**src/rtl/vr_seq_pkg.sv**
```systemverilog
// Shared types for the startup sequencer: sequence states and PWM level codes.
package vr_seq_pkg;
    typedef enum logic [2:0] {
        ST_OFF  = 3'd0,
        ST_CFG  = 3'd1,
        ST_IDLE = 3'd2,
        ST_RAMP = 3'd3,
        ST_RDY  = 3'd4
    } seq_state_e;

    typedef enum logic [1:0] {
        LVL_LOW = 2'b00,
        LVL_MID = 2'b01,
        LVL_RUN = 2'b10
    } pwm_lvl_e;
endpackage

```
**src/rtl/vr_seq_fsm.sv**
```systemverilog
// Sequence state machine: off -> config -> idle at mid -> ramp -> ready.
// Assumes all inputs are synchronous to clk; supply loss has top priority.
module vr_seq_fsm
    import vr_seq_pkg::*;
(
    input  logic       clk,
    input  logic       rst_n,
    input  logic       supply_ok,
    input  logic       cfg_done,
    input  logic       enable,
    input  logic       boot_zero,
    input  logic       at_tgt,
    output seq_state_e st_o
);
    seq_state_e st_q, st_d;

    // Next-state selection.
    always_comb begin
        st_d = st_q;
        if (!supply_ok) begin
            st_d = ST_OFF;
        end else begin
            case (st_q)
                ST_OFF:  st_d = ST_CFG;
                ST_CFG:  if (cfg_done) st_d = ST_IDLE;
                ST_IDLE: if (enable) st_d = boot_zero ? ST_RDY : ST_RAMP;
                ST_RAMP: begin
                    if (!enable)     st_d = ST_IDLE;
                    else if (at_tgt) st_d = ST_RDY;
                end
                ST_RDY:  if (!enable) st_d = ST_IDLE;
                default: st_d = ST_OFF;
            endcase
        end
    end

    // State register.
    always_ff @(posedge clk) begin
        if (!rst_n) st_q <= ST_OFF;
        else        st_q <= st_d;
    end

    assign st_o = st_q;

    p_off_on_loss_r11: assert property (@(posedge clk) disable iff (!rst_n)
        !supply_ok |=> st_q == ST_OFF);
    p_idle_needs_cfg_r2: assert property (@(posedge clk) disable iff (!rst_n)
        (st_q == ST_CFG && !cfg_done) |=> st_q != ST_IDLE);
endmodule

```
**src/rtl/vr_ramp_gen.sv**
```systemverilog
// Soft-start reference ramp: captures target, step size and divider while
// idle, then steps the code up by 1 or 2 LSB every div+1 cycles, clamped.
// Assumes load, run and hold are mutually exclusive.
module vr_ramp_gen #(
    parameter int DAC_W = 8,
    parameter int DIV_W = 8
) (
    input  logic             clk,
    input  logic             rst_n,
    input  logic             load,
    input  logic             run,
    input  logic             hold,
    input  logic [DAC_W-1:0] tgt_in,
    input  logic             wide_in,
    input  logic [DIV_W-1:0] div_in,
    output logic [DAC_W-1:0] dac_o,
    output logic             at_tgt_o,
    output logic             tgt_zero_o
);
    localparam int SUM_W = DAC_W + 1;

    logic [DAC_W-1:0] tgt_q, dac_q, dac_nx;
    logic [DIV_W-1:0] div_q, cnt_q;
    logic             wide_q;
    logic [SUM_W-1:0] sum;

    // Clamped next code after one step.
    always_comb begin
        sum    = {1'b0, dac_q} + (wide_q ? SUM_W'(2) : SUM_W'(1));
        dac_nx = (sum >= {1'b0, tgt_q}) ? tgt_q : sum[DAC_W-1:0];
    end

    // Capture settings, run the prescaler and step the code.
    always_ff @(posedge clk) begin
        if (!rst_n) begin
            tgt_q  <= '0;
            div_q  <= '0;
            wide_q <= 1'b0;
            cnt_q  <= '0;
            dac_q  <= '0;
        end else if (load) begin
            tgt_q  <= tgt_in;
            div_q  <= div_in;
            wide_q <= wide_in;
            cnt_q  <= '0;
            dac_q  <= '0;
        end else if (run) begin
            if (cnt_q == div_q) begin
                cnt_q <= '0;
                dac_q <= dac_nx;
            end else begin
                cnt_q <= cnt_q + 1'b1;
            end
        end else if (!hold) begin
            cnt_q <= '0;
            dac_q <= '0;
        end
    end

    assign dac_o      = dac_q;
    assign at_tgt_o   = (dac_q == tgt_q);
    assign tgt_zero_o = (tgt_q == '0);

    p_dac_cap_r5: assert property (@(posedge clk) disable iff (!rst_n)
        dac_q <= tgt_q);
    p_dac_mono_r4: assert property (@(posedge clk) disable iff (!rst_n)
        run |=> (!run || dac_q >= $past(dac_q)));
    p_dac_hold_r12: assert property (@(posedge clk) disable iff (!rst_n)
        (run && !load) |=> $stable(tgt_q));
endmodule

```
**src/rtl/vr_rail_gate.sv**
```systemverilog
// One rail's PWM level: low while off/config, mid while idle, and handed to
// the modulator on the first pulse once releasing is allowed.
module vr_rail_gate
    import vr_seq_pkg::*;
(
    input  logic       clk,
    input  logic       rst_n,
    input  seq_state_e st,
    input  logic       release_en,
    input  logic       pulse,
    output pwm_lvl_e   lvl_o
);
    pwm_lvl_e lvl_q;

    // Level register driven by sequence state and first pulse.
    always_ff @(posedge clk) begin
        if (!rst_n) begin
            lvl_q <= LVL_LOW;
        end else begin
            case (st)
                ST_IDLE: lvl_q <= LVL_MID;
                ST_RAMP, ST_RDY: begin
                    if (lvl_q == LVL_MID && release_en && pulse) lvl_q <= LVL_RUN;
                end
                default: lvl_q <= LVL_LOW;
            endcase
        end
    end

    assign lvl_o = lvl_q;

    p_run_needs_pulse_r6: assert property (@(posedge clk) disable iff (!rst_n)
        (lvl_q != LVL_RUN) |=> (lvl_q != LVL_RUN || $past(pulse)));
    p_no_jump_low_r2: assert property (@(posedge clk) disable iff (!rst_n)
        (lvl_q == LVL_LOW) |=> lvl_q != LVL_RUN);
endmodule

```
**src/rtl/vr_startup_seq.sv**
```systemverilog
// Startup and soft-start sequencer for a dual-rail multiphase regulator.
// Ties the state machine, reference ramp and per-rail PWM level gates.
// Assumes synchronous inputs; boot_code is in 5 mV LSBs.
module vr_startup_seq
    import vr_seq_pkg::*;
#(
    parameter int RAILS = 2,
    parameter int DAC_W = 8,
    parameter int DIV_W = 8
) (
    input  logic               clk,
    input  logic               rst_n,
    input  logic               supply_ok,
    input  logic               cfg_done,
    input  logic               enable,
    input  logic [DAC_W-1:0]   boot_code,
    input  logic               step_wide,
    input  logic [DIV_W-1:0]   slew_div,
    input  logic [RAILS-1:0]   first_pulse,
    output logic               drv_en,
    output logic [2*RAILS-1:0] pwm_lvl,
    output logic [DAC_W-1:0]   dac_code,
    output logic               ovp_abs_sel,
    output logic               ready
);
    seq_state_e st;
    logic       at_tgt, tgt_zero, release_en;

    vr_seq_fsm u_fsm (
        .clk       (clk),
        .rst_n     (rst_n),
        .supply_ok (supply_ok),
        .cfg_done  (cfg_done),
        .enable    (enable),
        .boot_zero (boot_code == '0),
        .at_tgt    (at_tgt),
        .st_o      (st)
    );

    vr_ramp_gen #(.DAC_W(DAC_W), .DIV_W(DIV_W)) u_ramp (
        .clk        (clk),
        .rst_n      (rst_n),
        .load       (st == ST_IDLE),
        .run        (st == ST_RAMP),
        .hold       (st == ST_RDY),
        .tgt_in     (boot_code),
        .wide_in    (step_wide),
        .div_in     (slew_div),
        .dac_o      (dac_code),
        .at_tgt_o   (at_tgt),
        .tgt_zero_o (tgt_zero)
    );

    // Rails may leave mid level only while a real ramp runs or has finished.
    assign release_en = (st == ST_RAMP) || (st == ST_RDY && !tgt_zero);

    for (genvar r = 0; r < RAILS; r++) begin : g_rail
        pwm_lvl_e lvl;
        vr_rail_gate u_gate (
            .clk        (clk),
            .rst_n      (rst_n),
            .st         (st),
            .release_en (release_en),
            .pulse      (first_pulse[r]),
            .lvl_o      (lvl)
        );
        assign pwm_lvl[2*r +: 2] = lvl;
    end

    assign drv_en      = (st == ST_RAMP) || (st == ST_RDY);
    assign ovp_abs_sel = (st == ST_RAMP);
    assign ready       = (st == ST_RDY);

    p_ready_at_tgt_r7: assert property (@(posedge clk) disable iff (!rst_n)
        ready |-> at_tgt);
    p_quiet_off_r1: assert property (@(posedge clk) disable iff (!rst_n)
        !supply_ok |=> (!drv_en && !ready && !ovp_abs_sel));
    p_ovp_drv_r8: assert property (@(posedge clk) disable iff (!rst_n)
        ovp_abs_sel |-> (drv_en && !ready));
endmodule

```
**config.mk**
```make
export PLATFORM = sky130hd
export DESIGN_NAME = vr_startup_seq
export DESIGN_NICKNAME = d
export VERILOG_FILES = /design/src/rtl/vr_seq_pkg.sv /design/src/rtl/vr_seq_fsm.sv /design/src/rtl/vr_ramp_gen.sv /design/src/rtl/vr_rail_gate.sv /design/src/rtl/vr_startup_seq.sv
export SDC_FILE = /design/constraint.sdc
export NUM_CORES = 1
export LEC_CHECK = 0
export CAP_MARGIN = 20
export CORE_AREA = 3 3 59 88
export DETAILED_ROUTE_END_ITERATION = 7
export DIE_AREA = 0 0 62 91
export DONT_BUFFER_PORTS = 1
export GPL_TIMING_DRIVEN = 1
export PLACE_DENSITY = 0.68
export SLEW_MARGIN = 15
export SYNTH_ARGS = -nofsm -noshare
export SYNTH_HDL_FRONTEND = slang
export SYNTH_SLANG_ARGS = --single-unit
```
**constraint.sdc**
```tcl
create_clock -name clk -period 7.4 [get_ports clk]
set_input_delay 0.74 -clock clk [delete_from_list [all_inputs] [get_ports clk]]
set_output_delay 0.74 -clock clk [all_outputs]
set_load 0.05 [all_outputs]
```
==> metrics list <==
- In this run, synthesis inferred 0 flip-flops with an integrated enable.
- Critical register-to-register path endpoint: u_ramp.dac_o[5]
- The worst path in the final design needs a cycle of 3.81 ns, including I/O delays and setup.
- On the final layout, the worst clock skew is 0.00812 ns.
- Worst reg2reg startpoint: u_ramp.dac_o[0]
- Max Fclk: 0.263 GHz
- For hold timing, the worst endpoint is u_ramp.div_q[0].
- Setup violation total in the final timing report: 0
- For this block, the via count after detailed routing is 1,944.
- The count of endpoints failing hold in the final timing report came to 0.
- TritonCTS buffer count: 5
* Max Buffers Root-to-Sink: 2
- Overall overflow remaining after global route: 0
* FF+latch count, synth: 40
* GRT Max-Usage Layer: met2
- In the routed layout, each cell is associated on average with a via count of 5.72.
* Initial antenna violation count: 0
- Number of global-route vias before repair: 1,960
* Library cells used by synthesis: 48
- Sequential cell area fraction in the yosys report: 33.1%
- In the routed design, unresolved DRC markers number 0.
* Total internal power: 294 uW
- Number of cells on the worst reg-to-reg path: 11
- Die span in x: 62 um
- Dominant synthesized flop cell: sky130_fd_sc_hd__dfxtp_1
- Counting every instance in the synthesized netlist gives 283.
- Share of the clock period used by the worst path after layout: 51.5%
- Remaining antenna violation count: 0
* Max Fanout on Critical Path: 13
* Non-filler instance count after layout: 340
- Power density over the cells: 155 nW/um^2
- Number of detailed-route iterations in the first pass: 4
- In this run the static leakage power is 0.988 nW.
- The clock net in this run drives a total of 40 sinks.
* Vert. Die Dim: 91 um
- Setup TNS Final: 0 ns
- Share of total power in combinational logic: 7.4%
* Setup CP Type: reg -> reg
- Average cell area after synthesis: 8.54 um^2
* Number of standard-cell rows in the floorplan: 30
* Proportion of layout cells with a drive suffix above 1: 7.25%
- Number of primary I/O pins: 39
* Required time of the critical path: 7.56 ns
- Counting every net in the synthesized netlist gives 319.
- Max-capacitance violation count: 0
- Top area cells in the synthesized netlist: sky130_fd_sc_hd__dfxtp_1 33%, sky130_fd_sc_hd__nand2_1 7.5%, sky130_fd_sc_hd__xor2_1 5.8%
- Routability-driven placement finished with a final weighted congestion of 0.869.
- Global routing used 20.7% of the available tracks across all layers.
* Post-layout nets: 312
- Placeable core area: 4540 um^2
- Cell area after synthesis: 2420 um^2
* Met3 Resource Use GR: 5.55%
- In this run the number of H-tree levels came out at 2.
* Met1 layer usage reported by global route: 22.4%
- CTS-repair resized insts: 0
- Arrival time reported for the critical path endpoint: 3.97 ns
- After legalization and detailed placement, the total HPWL measured 4100 um.
- Layout area overhead: 3.47%
- Aggregate routed wire length: 5370 um
- Seq pwr share: 57.0%
- The critical path starts at u_ramp.dac_o[0].
- Count of input and output buffers: 0
- Post-cts hold buffer count: 0
* Critical path startpoint category: register
- Area share of the leading cell type in the synthesized netlist: 33.1%
* Most frequent cells after synthesis: 48 x sky130_fd_sc_hd__nand2_1, 40 x sky130_fd_sc_hd__dfxtp_1, 16 x sky130_fd_sc_hd__xor2_1
- Top-count cell post-synth: sky130_fd_sc_hd__nand2_1
- After clock tree synthesis, the clock-pin slew on the worst setup and hold paths is 0.08 ns.
- The analysis attributes to net switching a power of 94.0 uW.
- The initial utilization of the core area, before any placement, comes to 53.2%.
- Worst slew slack as a fraction of its limit: 27.9%
- VDD sags by at most 109 uV.
- Part of the total power dissipated in the clock network: 35.6%
- The number of placed instances, taps included, is 333.
- After detailed placement, the total cell area comes to 2420 um^2.
- The floorplan step defined a die boundary enclosing 5640 um^2.
* Yosys synthesis warning count: 0
- Proportion of register bits with asynchronous set or reset after synthesis: 0%
- Crit end category: register
- Global routing used 36.0% of the available met2 tracks.
- Clock tree from TritonCTS: yes
- Number of diodes: 0
- Worst skew pair latency: 0.29 ns
- Hold Crit Class: reg -> reg
- After clock tree synthesis, the setup repair step added 0 buffers.
- The first global-routing pass estimated 8890 um of wire.
- Proportion of total power due to net switching: 24.2%
- Root Buffer Master: sky130_fd_sc_hd__clkbuf_8
- Routed WL per cell: 15.8 um
- The count of final max-slew check failures is 0.
- Counting instances, the worst hold path has a depth of 2.
- Run status: finished, final reports clean
- The worst register-to-register path has a setup slack of 3.59 ns.
* Largest net degree at the start of global routing: 25
* Least-Margin Pin Slew: 1.08 ns
- Unrepaired setup endpoints after global routing: false
- Counting the fill cells in the layout gives 437.
- The synthesized design spends more area on one cell type than any other, namely sky130_fd_sc_hd__dfxtp_1.
* Number of DRC violations after detailed-routing iteration 0: 76
- Total non-filler cell area in the finished layout: 2500 um^2
- Launch point of the worst hold path: u_ramp.div_q[0]
==> power groups by stage <==
| stage | clock network (mW) | registers (mW) | logic, mW |
|---|---|---|---|
| floorplan | 0 | 0.225 | 0.0284 |
| global placement | 0 | 0.227 | 0.0283 |
| detailed placement | 0 | 0.227 | 0.0289 |
| CTS | 0.142 | 0.222 | 0.0290 |
| global route | 0.150 | 0.222 | 0.0317 |
| finish | 0.138 | 0.222 | 0.0287 |
==> flip-flops by register name, summed over array words and instances (netlist names) <==
register,cells
u_fsm.st_o,3
u_ramp.cnt_q,8
g_rail.u_gate.lvl_o,4
u_ramp.dac_o,8
u_ramp.div_q,8
u_ramp.wide_q,1
u_ramp.tgt_q,8
==> per-layer routing <==
layer / up-vias / share of wire (%) / routed length [um]
met5: - / 0 / 0
met4: 0 / 2.6 / 141
met3: 12 / 4.7 / 252
met2: 38 / 54 / 2920
met1: 904 / 38 / 2060
li1: 990 / - / -
==> worst max-delay path, cell delays in order (launching register included) <==
cell and delay [ns]:
sky130_fd_sc_hd__dfxtp_1 0.71, sky130_fd_sc_hd__ha_1 0.28, sky130_fd_sc_hd__fa_1 0.24, sky130_fd_sc_hd__and3_1 0.22
sky130_fd_sc_hd__nand3_1 0.14, sky130_fd_sc_hd__xnor2_1 0.19, sky130_fd_sc_hd__ha_1 0.31, sky130_fd_sc_hd__and3_1 0.19
sky130_fd_sc_hd__a221o_1 0.35, sky130_fd_sc_hd__a211oi_4 0.69, sky130_fd_sc_hd__mux2i_1 0.26, sky130_fd_sc_hd__o22ai_1 0.09
==> how the worst max path moves through the flow <==
stage                                 end  cells after the start
after floorplan           u_ramp.dac_o[4]                     12
after global placement    u_ramp.dac_o[6]                     11
after detailed placement  u_ramp.dac_o[5]                     11
after CTS                 u_ramp.dac_o[5]                     11
after global routing      u_ramp.dac_o[4]                     11
final                     u_ramp.dac_o[5]                     11
==> stage by stage <==
stage / total power [mW] / util [%] / hold slack (ns) / worst slack, ns
3_5_place_dp: 0.256 / 53.3 / 0.459 / 3.58
5_1_grt: 0.404 / 55.0 / 0.485 / 3.41
6_report: 0.388 / 55.0 / 0.465 / 3.59
2_1_floorplan: 0.253 / - / 0.447 / 4.07
3_3_place_gp: 0.255 / 53.3 / 0.454 / 3.66
4_1_cts: 0.393 / 55.0 / 0.469 / 3.56
==> cell families after synthesis <==
| logic type | share of synthesized area (%) |
|---|---|
| XOR/XNOR | 7.61 |
| flip-flops | 33.1 |
| AND/OR/NAND/NOR | 21.4 |
| buffers and inverters | 5.54 |
| adder cells (fa/ha/maj) | 6.53 |
| AO/OA/AOI/OAI | 22.1 |
| multiplexers | 3.73 |
==> cell type report <==
| class | instances | area [um^2] | share of cell area [%] |
|---|---|---|---|
| multi-input combinational | 213 | 1480 | 59.3 |
| tap | 64 | 80.1 | 3.20 |
| clock inverter | 1 | 5.00 | 0.200 |
| sequential | 40 | 801 | 32.0 |
| inverter | 16 | 60.1 | 2.40 |
| clock buffer | 6 | 72.6 | 2.90 |
==> layout by cell type (no fill, tap or decap), drive strengths merged, types with 2 or more instances in the layout <==
cell type,n
o211ai,2
ha,11
inv,16
mux2i,9
a21boi,19
xor2,16
a21o,3
xnor2,5
a31oi,9
a21oi,8
nor4,10
and3,8
nand2b,5
nor2b,4
o22ai,5
nor2,11
or2,2
a311oi,7
dfxtp,40
or3b,2
o21ai,10
clkbuf,6
a41oi,2
nand3,6
nand2,49
(Power assumes the default switching activity.)
